<file path="src/rtl/srot_pkg.sv">
package srot_pkg;

    localparam int DATA_W = 16;
    localparam int AMT_W  = $clog2(DATA_W);

    // Operation code: bit 0 is direction, bits 2:1 are kind.
    typedef enum logic [2:0] {
        OP_SHL = 3'b000,
        OP_SHR = 3'b001,
        OP_SAL = 3'b010,
        OP_SAR = 3'b011,
        OP_ROL = 3'b100,
        OP_ROR = 3'b101,
        OP_RCL = 3'b110,
        OP_RCR = 3'b111
    } op_e;

    // What feeds the bits above the data word in the right-shift frame.
    typedef enum logic [1:0] {
        FILL_ZERO  = 2'd0,
        FILL_SIGN  = 2'd1,
        FILL_WRAP  = 2'd2,
        FILL_CARRY = 2'd3
    } fill_e;

endpackage

</file>
<file path="src/rtl/srot_decode.sv">
module srot_decode
    import srot_pkg::*;
(
    input  logic [2:0] op_i,
    output logic       right_o,
    output fill_e      fill_o
);

    always_comb begin
        right_o = op_i[0];
        unique case (op_i[2:1])
            2'b00:   fill_o = FILL_ZERO;
            2'b01:   fill_o = op_i[0] ? FILL_SIGN : FILL_ZERO; // left arithmetic == logical
            2'b10:   fill_o = FILL_WRAP;
            default: fill_o = FILL_CARRY;
        endcase
    end

endmodule

</file>
<file path="src/rtl/srot_mirror.sv">
module srot_mirror #(
    parameter int W = 16
) (
    input  logic [W-1:0] d_i,
    output logic [W-1:0] d_o
);

    for (genvar i = 0; i < W; i++) begin : g_bit
        assign d_o[i] = d_i[W-1-i];
    end

endmodule

</file>
<file path="src/rtl/srot_log_shifter.sv">
// Right shifter built as log2 stages; each stage drops the bits that no
// later stage can still reach, so the frame narrows to W+1 at the output.
module srot_log_shifter #(
    parameter int W = 16,
    parameter int A = 4,
    localparam int IN_W  = W + (1 << A),
    localparam int OUT_W = W + 1
) (
    input  logic [IN_W-1:0]  frame_i,
    input  logic [A-1:0]     amt_i,
    output logic [OUT_W-1:0] frame_o
);

    for (genvar k = 0; k <= A; k++) begin : g_lvl
        localparam int LW = W + 1 + (1 << A) - (1 << k);
        logic [LW-1:0] v;
        if (k == 0) begin : g_src
            assign v = frame_i;
        end else begin : g_step
            localparam int STEP = 1 << (k - 1);
            assign v = amt_i[k-1] ? g_lvl[k-1].v[LW-1+STEP:STEP]
                                  : g_lvl[k-1].v[LW-1:0];
        end
    end

    assign frame_o = g_lvl[A].v;

endmodule

</file>
<file path="src/rtl/shift_rot_unit.sv">
module shift_rot_unit
    import srot_pkg::*;
(
    input  logic [15:0] operand_i,
    input  logic [3:0]  amount_i,
    input  logic [2:0]  op_i,
    input  logic        carry_i,
    output logic [15:0] result_o,
    output logic        carry_o
);

    localparam int W     = DATA_W;
    localparam int A     = AMT_W;
    localparam int UP_W  = (1 << A) - 2;
    localparam int FR_W  = W + (1 << A);

    typedef struct packed {
        logic [W-1:0] res;
        logic         cy;
    } out_t;

    logic          right;
    fill_e         fill;
    logic [W-1:0]  mirrored_in;
    logic [W-1:0]  oriented;
    logic [UP_W-1:0] upper;
    logic          mid;
    logic [FR_W-1:0] frame;
    logic [W:0]    shifted;
    logic [W-1:0]  raw_back;
    out_t          out_d;

    srot_decode u_decode (
        .op_i    (op_i),
        .right_o (right),
        .fill_o  (fill)
    );

    srot_mirror #(.W(W)) u_mirror_in (
        .d_i (operand_i),
        .d_o (mirrored_in)
    );

    // Left operations are run as right operations on the bit-reversed word.
    always_comb begin
        oriented = right ? operand_i : mirrored_in;
        unique case (fill)
            FILL_ZERO: begin
                upper = '0;
                mid   = 1'b0;
            end
            FILL_SIGN: begin
                upper = {UP_W{oriented[W-1]}};
                mid   = oriented[W-1];
            end
            FILL_WRAP: begin
                upper = oriented[UP_W:1];
                mid   = oriented[0];
            end
            default: begin
                upper = oriented[UP_W-1:0];
                mid   = carry_i;
            end
        endcase
        frame = {upper, mid, oriented, 1'b0};
    end

    srot_log_shifter #(.W(W), .A(A)) u_shift (
        .frame_i (frame),
        .amt_i   (amount_i),
        .frame_o (shifted)
    );

    srot_mirror #(.W(W)) u_mirror_out (
        .d_i (shifted[W:1]),
        .d_o (raw_back)
    );

    always_comb begin
        out_d.res = right ? shifted[W:1] : raw_back;
        out_d.cy  = (amount_i == '0) ? carry_i : shifted[0];
    end

    assign result_o = out_d.res;
    assign carry_o  = out_d.cy;

    always_comb begin
        if (amount_i == '0) begin
            AST_ZERO_PASS: assert (result_o == operand_i && carry_o == carry_i)
                else $error("zero distance altered data or carry");
        end
        if (op_i == OP_SAR) begin
            AST_SAR_SIGN: assert (result_o[W-1] == operand_i[W-1])
                else $error("arithmetic right lost sign");
        end
        if (op_i == OP_SHR && amount_i != '0) begin
            AST_SHR_TOP_ZERO: assert (result_o[W-1] == 1'b0)
                else $error("logical right did not zero-fill");
        end
        if ((op_i == OP_SHL || op_i == OP_SAL) && amount_i != '0) begin
            AST_SHL_LOW_ZERO: assert (result_o[0] == 1'b0)
                else $error("left shift did not zero-fill");
        end
        if (op_i == OP_ROL || op_i == OP_ROR) begin
            AST_ROT_KEEPS_BITS: assert ($countones(result_o) == $countones(operand_i))
                else $error("plain rotate changed bit count");
        end
        if (op_i == OP_RCL || op_i == OP_RCR) begin
            AST_RING_KEEPS_BITS: assert ($countones({carry_o, result_o})
                                         == $countones({carry_i, operand_i}))
                else $error("carry rotate changed ring bit count");
        end
    end

endmodule

</file>
<file path="config.mk">
export PLATFORM = sky130hd
export DESIGN_NAME = shift_rot_unit
export DESIGN_NICKNAME = d
export VERILOG_FILES = /design/src/rtl/srot_pkg.sv /design/src/rtl/srot_decode.sv /design/src/rtl/srot_mirror.sv /design/src/rtl/srot_log_shifter.sv /design/src/rtl/shift_rot_unit.sv
export SDC_FILE = /design/constraint.sdc
export NUM_CORES = 1
export LEC_CHECK = 0
export ABC_AREA = 1
export BUFFER_PORTS_ARGS = -buffer_cell sky130_fd_sc_hd__buf_2
export CORE_UTILIZATION = 55
export DETAILED_ROUTE_END_ITERATION = 8
export PLACE_DENSITY = 0.8
export RECOVER_POWER = 50
export SETUP_SLACK_MARGIN = 0.2
export SLEW_MARGIN = 20
export SYNTH_ARGS = -nofsm -noshare
export SYNTH_HDL_FRONTEND = slang
export SYNTH_SLANG_ARGS = --single-unit
</file>
<file path="constraint.sdc">
create_clock -name vclk -period 1.81
set_input_delay 0.181 -clock vclk [all_inputs]
set_output_delay 0.181 -clock vclk [all_outputs]
set_load 0.03 [all_outputs]
</file>
==> results.json, run 1 <==
{
  "gp_congestion": 0.987,
  "yosysWarnings": 0,
  "dp_cells": 518,
  "fp.dieW_um": 63.5,
  "error_line": "[ERROR GRT-0232] Routing congestion too high. Check the congestion heatmap in the GUI.",
  "netlist_area_um2": 2080,
  "netlist_instances": 439,
  "status": "did not finish",
  "worst_endpoint_kind": "output port",
  "rows": 21,
  "track_usage_pct": 72.5,
  "syn_area_per_cell_um2": 4.73,
  "hpwl_um": 5340,
  "synthDistinctLibCells": 23,
  "grt_max_degree": 39,
  "syn-num-nets": 463,
  "repair-timing-grt-worst-ep": "result_o[9]",
  "start_util_pct": 59.9,
  "grt_overflow_total": 14,
  "num_io_pins": 41,
  "port-buffer-count": 41,
  "lastStage": "5_1_grt",
  "synth_sequential_area_ratio_pct": 0,
  "die_h_um": 63.5
}
## synth_stat cells, drive strengths merged
| library cell | number | area share, % |
|---|---|---|
| buf | 27 | 8.6 |
| nand3 | 149 | 38 |
| nand3b | 1 | 0.36 |
| o22ai | 1 | 0.30 |
| nand2 | 203 | 40 |
| nand4 | 2 | 0.60 |
| clkinv | 1 | 0.18 |
| clkbuf | 2 | 0.36 |
| nor2 | 3 | 0.54 |
| or2 | 2 | 0.60 |
| inv | 29 | 5.4 |
| o21ai | 19 | 5.1 |
## kinds of logic after synthesis
logic type,share of synthesized area (%)
buffers and inverters,14.5
AND/OR/NAND/NOR,80.1
AO/OA/AOI/OAI,5.42
## routing by layer
| layer | global-route usage (%) | overflow |
|---|---|---|
| met1 | 76.8 | 0 |
| met2 | 93.2 | 6 |
| met3 | 47.6 | 0 |
| met4 | 69.3 | 8 |
| met5 | 6.94 | 0 |
## per-stage QoR
stage / cell area [um^2] / util [%] / worst slack (ns) / hold WS (ns) / setup TNS, ns
4_1_cts: 2830 / 81.7 / 0.106 / 0.798 / 0
3_5_place_dp: 2360 / 68.1 / -0.114 / 0.791 / -1.18
3_3_place_gp: 2360 / 68.1 / -0.0555 / 0.796 / -0.578
2_1_floorplan: 2080 / - / 0.257 / 0.684 / 0
## timing repair
item,4_1_cts
endpoints found under the setup margin,17
setup buffers,1
cloned,2
hold buffers,0
pin swaps,26
gates resized for setup,111
==> run 2, diff against run 1 <==
--- a/config.mk
+++ b/config.mk
@@ -7,11 +7,10 @@
 export LEC_CHECK = 0
 export ABC_AREA = 1
 export BUFFER_PORTS_ARGS = -buffer_cell sky130_fd_sc_hd__buf_2
-export CORE_UTILIZATION = 55
+export CORE_UTILIZATION = 40
 export DETAILED_ROUTE_END_ITERATION = 8
-export PLACE_DENSITY = 0.8
+export PLACE_DENSITY_LB_ADDON = 0.15
 export RECOVER_POWER = 50
-export SETUP_SLACK_MARGIN = 0.2
 export SLEW_MARGIN = 20
 export SYNTH_ARGS = -nofsm -noshare
 export SYNTH_HDL_FRONTEND = slang
==> run 2 against run 1 <==
  * Synthesized cell count unchanged
  * The run now ends clean
  * Area after synthesis unchanged
==> results.json, run 2 <==
{
  "fp.coreArea_um2": 4850,
  "maxSlewHeadroom_pct": 79.0,
  "holdCritStartpoint": "carry_i",
  "cp_top_family": "simple AND/OR/NAND/NOR gates",
  "startpoint_type": "primary input",
  "synth_commonest_cells": "nand2_1 (180), nand3_1 (140), inv_1 (25)",
  "stdcell_count": 543,
  "path_common_cell": "nand2_1",
  "ff_latch_area_um2": 0,
  "routed_wl_um": 7700,
  "worst_setup_path_end_kind": "primary output",
  "seq_cell_count": 0,
  "criticalPathCategory": "primary input to primary output",
  "grt_overflow_total": 0,
  "dieArea_um2": 5490,
  "track_usage_pct": 26.1,
  "final_nets": 502,
  "viasPerCell": 5.63,
  "setup_violations": 0,
  "synthDistinctLibCells": 23,
  "finalInstanceArea_um2": 2820,
  "port-buffer-count": 41,
  "dp_cells": 538,
  "gp_congestion": 0.930,
  "tightest_slew_ns": 0.314,
  "synth_top_area_share_pct": 33.7,
  "vdd_drop_max_v": 0.000213,
  "drtAntennaViolNets": 0,
  "netlist_instances": 439,
  "path_buf_inv": 3,
  "yosys.area.top_type": "nand3_1",
  "syn2layout_area_growth_pct": 35.8,
  "slew_viol_final": 0,
  "start_util_pct": 42.9,
  "synthTopCellsByArea": "nand3_1 (34%), nand2_1 (33%), nand2_2 (6.3%)",
  "drc_errors": 0,
  "drive_gt1_share_pct": 35.1,
  "holdPathEnd": "carry_o",
  "final_core_util_pct": 58.2,
  "maxCapViolCount": 0,
  "synth_sequential_area_ratio_pct": 0,
  "crit_arrival_ns": 1.58,
  "rsz0062_at_grt": "true",
  "num_antenna_cells": 0,
  "drt_pre_antenna_iters": 5,
  "antenna_found_initial": 0,
  "cts_hold_buf": 0,
  "fp.dieW_um": 74.1,
  "netlist_area_um2": 2080,
  "hold_viol_final": 0,
  "grt_pass1_vias": 2575,
  "cpPeakStageDelay_ns": 0.16,
  "layout_commonest_cell": "nand2_1",
  "cp.required_ns": 1.63,
  "rows": 25,
  "p_leak_uw": 0.00153,
  "nClkBuffers": 0,
  "slowest_stage": "clkbuf_16",
  "status": "finished, final reports clean",
  "yosysWarnings": 0,
  "synth_most_common_cell": "nand2_1",
  "grt_max_degree": 36,
  "first_iter_violations": 369,
  "worstHoldPathCells": 4,
  "syn-num-nets": 463,
  "critPathMaxFanout": 10,
  "num_io_pins": 41,
  "drt-wirelength-per-cell_um": 14.2,
  "fmax_ghz": 0.567,
  "fin_crit_sh_pct": 97.5,
  "syn_area_per_cell_um2": 4.73,
  "most-common-layout-cells": "nand2_1 (158), nand3_1 (112), nand2_2 (41)",
  "fin_setup_tns_ns": 0,
  "holdWs_ns": 0.795,
  "powerDensity_nw_per_um2": 371,
  "cp_cell_sequence": "buf_12, clkbuf_16, nand2_1, nand3_1, nand2_1, nand3_1, nand3_2, nand2_1, nand2_1, nand3_1, nand2_1, nand2_1, nand2_1, buf_4",
  "fin_crit_ns": 1.76,
  "dr_total_vias": 3057,
  "placed_area_um2": 2380,
  "min_path_type": "primary input to primary output",
  "grt_pass1_wl_um": 11400,
  "hpwl_um": 5540,
  "die_h_um": 74.1
}
## run 2: cell counts after synthesis
Identical to the previous run, type by type.
## run 2: how the worst max path moves through the flow
stage	from	slack (ns)	cells past startpoint	end
2_1_floorplan	op_i[0]	0.26	13	result_o[1]
3_3_place_gp	op_i[0]	-0.1	15	result_o[10]
3_5_place_dp	op_i[0]	-0.14	15	result_o[3]
4_1_cts	op_i[0]	0.001	15	result_o[3]
5_1_grt	op_i[0]	-0.05	14	result_o[5]
6_report	op_i[0]	0.05	14	result_o[9]
## run 2: area by class of cell
class / count / area (um^2)
multi-input cells: 381 / 2060
repair buffers: 64 / 543
well taps: 67 / 83.8
inverters: 30 / 130
fillers: 512 / 2030
repair inverters: 1 / 8.76
## run 2: layer usage
layer | GRT usage (%) | vias up | wire length, um
met4 | 2.35 | 0 | 81
li1 | - | 1516 | -
met5 | 0 | - | 0
met1 | 34.3 | 1370 | 3120
met2 | 48.5 | 161 | 3840
met3 | 1.22 | 10 | 651
## run 2: cell families (layout without fill, tap and decap cells)
family | Yosys count | count (layout) | share of synthesized area [%]
AOI/OAI and AO/OA | 20 | 20 | 5.42
buffers and inverters | 59 | 95 | 14.5
and+or+nand+nor | 360 | 361 | 80.1
## run 2: tightest hold or removal path: stages
cell,delay (ns)
buf_2,0.09
nand4_1,0.09
nand3b_1,0.10
buf_4,0.15
## run 2: what timing repair did
item	in CTS	in global routing
endpoints found under the setup margin	17	17
pin swaps	1	12
resized for setup	27	81
setup buffers	0	2
gates cloned	0	3
## run 2: per-stage QoR
step                total power, uW  setup WS, ns
floorplan                       639         0.257
global placement                853       -0.0995
global route                   1130       -0.0472
CTS                             908       0.00129
detailed placement              860        -0.136
finish                         1050        0.0461
## run 2: power by group
| group | switching (uW) | internal (uW) |
|---|---|---|
| Combinational | 666 | 380 |
| Sequential | 0 | 0 |
| Clock | 0 | 0 |
| Total | 666 | 380 |
Power figures use the tool's default switching activity.
==> run 3, diff against run 2 <==
--- a/config.mk
+++ b/config.mk
@@ -9,9 +9,10 @@
 export BUFFER_PORTS_ARGS = -buffer_cell sky130_fd_sc_hd__buf_2
 export CORE_UTILIZATION = 40
 export DETAILED_ROUTE_END_ITERATION = 8
+export GPL_TIMING_DRIVEN = 0
 export PLACE_DENSITY_LB_ADDON = 0.15
 export RECOVER_POWER = 50
-export SLEW_MARGIN = 20
+export SLEW_MARGIN = 30
 export SYNTH_ARGS = -nofsm -noshare
 export SYNTH_HDL_FRONTEND = slang
 export SYNTH_SLANG_ARGS = --single-unit
==> run 3 against run 2 <==
  * Via count increased by 3.4%
  * Worst setup slack got worse by 0.015 ns
  * Final area up 6.9%
  * Combinational power grew 7%
  * Non-clock buffer count up 8
  * Sequential share of layout area stayed put
  * Hold slack about the same
  * Critical path depth down 1
  * Global-route usage increased by 2.6 points
  * Flip-flop and latch count stayed put
  * First-iteration DRC count is 12% lower
  * Critical path type unchanged
  * Highest routed layer unchanged
==> results.json, run 3 (same netlist as run 2, synthesis figures left out) <==
{
  "maxSlewHeadroom_pct": 61.1,
  "fin_crit_sh_pct": 98.3,
  "first_iter_violations": 324,
  "nClkBuffers": 0,
  "track_usage_pct": 28.7,
  "port-buffer-count": 38,
  "drive_gt1_share_pct": 42.3,
  "fin_setup_tns_ns": 0,
  "vdd_drop_max_v": 0.000161,
  "worst_setup_path_end_kind": "primary output",
  "hpwl_um": 6140,
  "startpoint_type": "primary input",
  "cp.required_ns": 1.63,
  "grt_pass1_vias": 2687,
  "grt_overflow_total": 0,
  "cts_hold_buf": 0,
  "maxCapViolCount": 0,
  "drt_pre_antenna_iters": 6,
  "drt-wirelength-per-cell_um": 15.2,
  "fmax_ghz": 0.562,
  "viasPerCell": 5.76,
  "seq_cell_count": 0,
  "critPathMaxFanout": 7,
  "placed_area_um2": 2350,
  "min_path_type": "primary input to primary output",
  "rsz0062_at_grt": "true",
  "holdWs_ns": 0.795,
  "drc_errors": 0,
  "tightest_slew_ns": 0.583,
  "finalInstanceArea_um2": 3020,
  "dieArea_um2": 5490,
  "p_total_uw": 1120,
  "holdCritStartpoint": "carry_i",
  "final_nets": 508,
  "criticalPathCategory": "primary input to primary output",
  "hold_viol_final": 0,
  "grt_max_degree": 11,
  "crit_start": "op_i[2]",
  "most-common-layout-cells": "nand2_1 (146), nand3_1 (95), nand3_2 (51)",
  "gp_congestion": 0.938,
  "fin_crit_ns": 1.78,
  "syn2layout_area_growth_pct": 45.1,
  "setup_violations": 0,
  "antenna_found_initial": 0,
  "layout_commonest_cell": "nand2_1",
  "grt_pass1_wl_um": 12400,
  "num_antenna_cells": 0,
  "num_io_pins": 41,
  "powerDensity_nw_per_um2": 370,
  "drtAntennaViolNets": 0,
  "crit_arrival_ns": 1.60,
  "start_util_pct": 42.9,
  "routed_wl_um": 8330,
  "p_leak_uw": 0.00161,
  "fp.coreArea_um2": 4850,
  "multi_input_comb_area_um2": 2220,
  "slew_viol_final": 0,
  "fill_cells": 503,
  "fp.dieW_um": 74.1,
  "ff_latch_area_um2": 0,
  "die_h_um": 74.1,
  "rows": 25,
  "status": "finished, final reports clean",
  "dr_total_vias": 3162
}
## run 3: cell count changes in the layout (fill, tap and decap cells not counted), sizes merged
cell and delta:
clkbuf +5, buf +3, nand2 -1, clkinv -1
## run 3: worst max-delay path, cell delays in order
cell and delay, ns:
buf_4 0.15, inv_4 0.08, nand2_2 0.07, nand2_4 0.14, buf_8 0.13, nand2_2 0.05
nand3_1 0.13, nand3_2 0.14, nand3_2 0.12, nand3_2 0.09, nand3_1 0.09, nand2_1 0.07
buf_6 0.14
## run 3: final timing paths
check | depth (start not counted) | endpoint | slack [ns]
worst max-delay path | 13 | result_o[12] | 0.03
worst min-delay path | 4 | carry_o | 0.80
## run 3: final cells by class
| class | count | area share (%) |
|---|---|---|
| well taps | 67 | 2.78 |
| inverters | 30 | 4.07 |
| plain buffers | 29 | 7.93 |
| repair buffers | 43 | 11.5 |
| multi-input cells | 380 | 73.7 |
## run 3: what timing repair did
item,4_1_cts,5_1_grt
endpoints found under the setup margin,14,17
resized for setup,15,153
pin swaps,1,23
setup buffers,0,3
cloned,0,2
endpoints found under the hold margin,0,0
## run 3: per-layer routing
metal / vias to the layer above / track usage [%] / wire length [um]
li1: 1538 / - / -
met5: - / 0 / 0
met1: 1444 / 41.1 / 3550
met4: 0 / 7.05 / 189
met2: 162 / 45.4 / 3910
met3: 18 / 3.52 / 683
## run 3: power breakdown
group	switching [uW]	total [uW]	internal, uW
Clock	0	0	0
Combinational	712	1120	403
Sequential	0	0	0
Total	712	1120	403
## run 3: through the flow
stage | setup slack, ns | instances | utilization, %
after floorplan | 0.257 | 439 | -
after global placement | -0.0801 | 544 | 48.5
after detailed placement | -0.0714 | 544 | 48.5
after CTS | 0.00960 | 544 | 49.4
after global routing | -0.0322 | 549 | 62.2
final | 0.0316 | 549 | 62.2
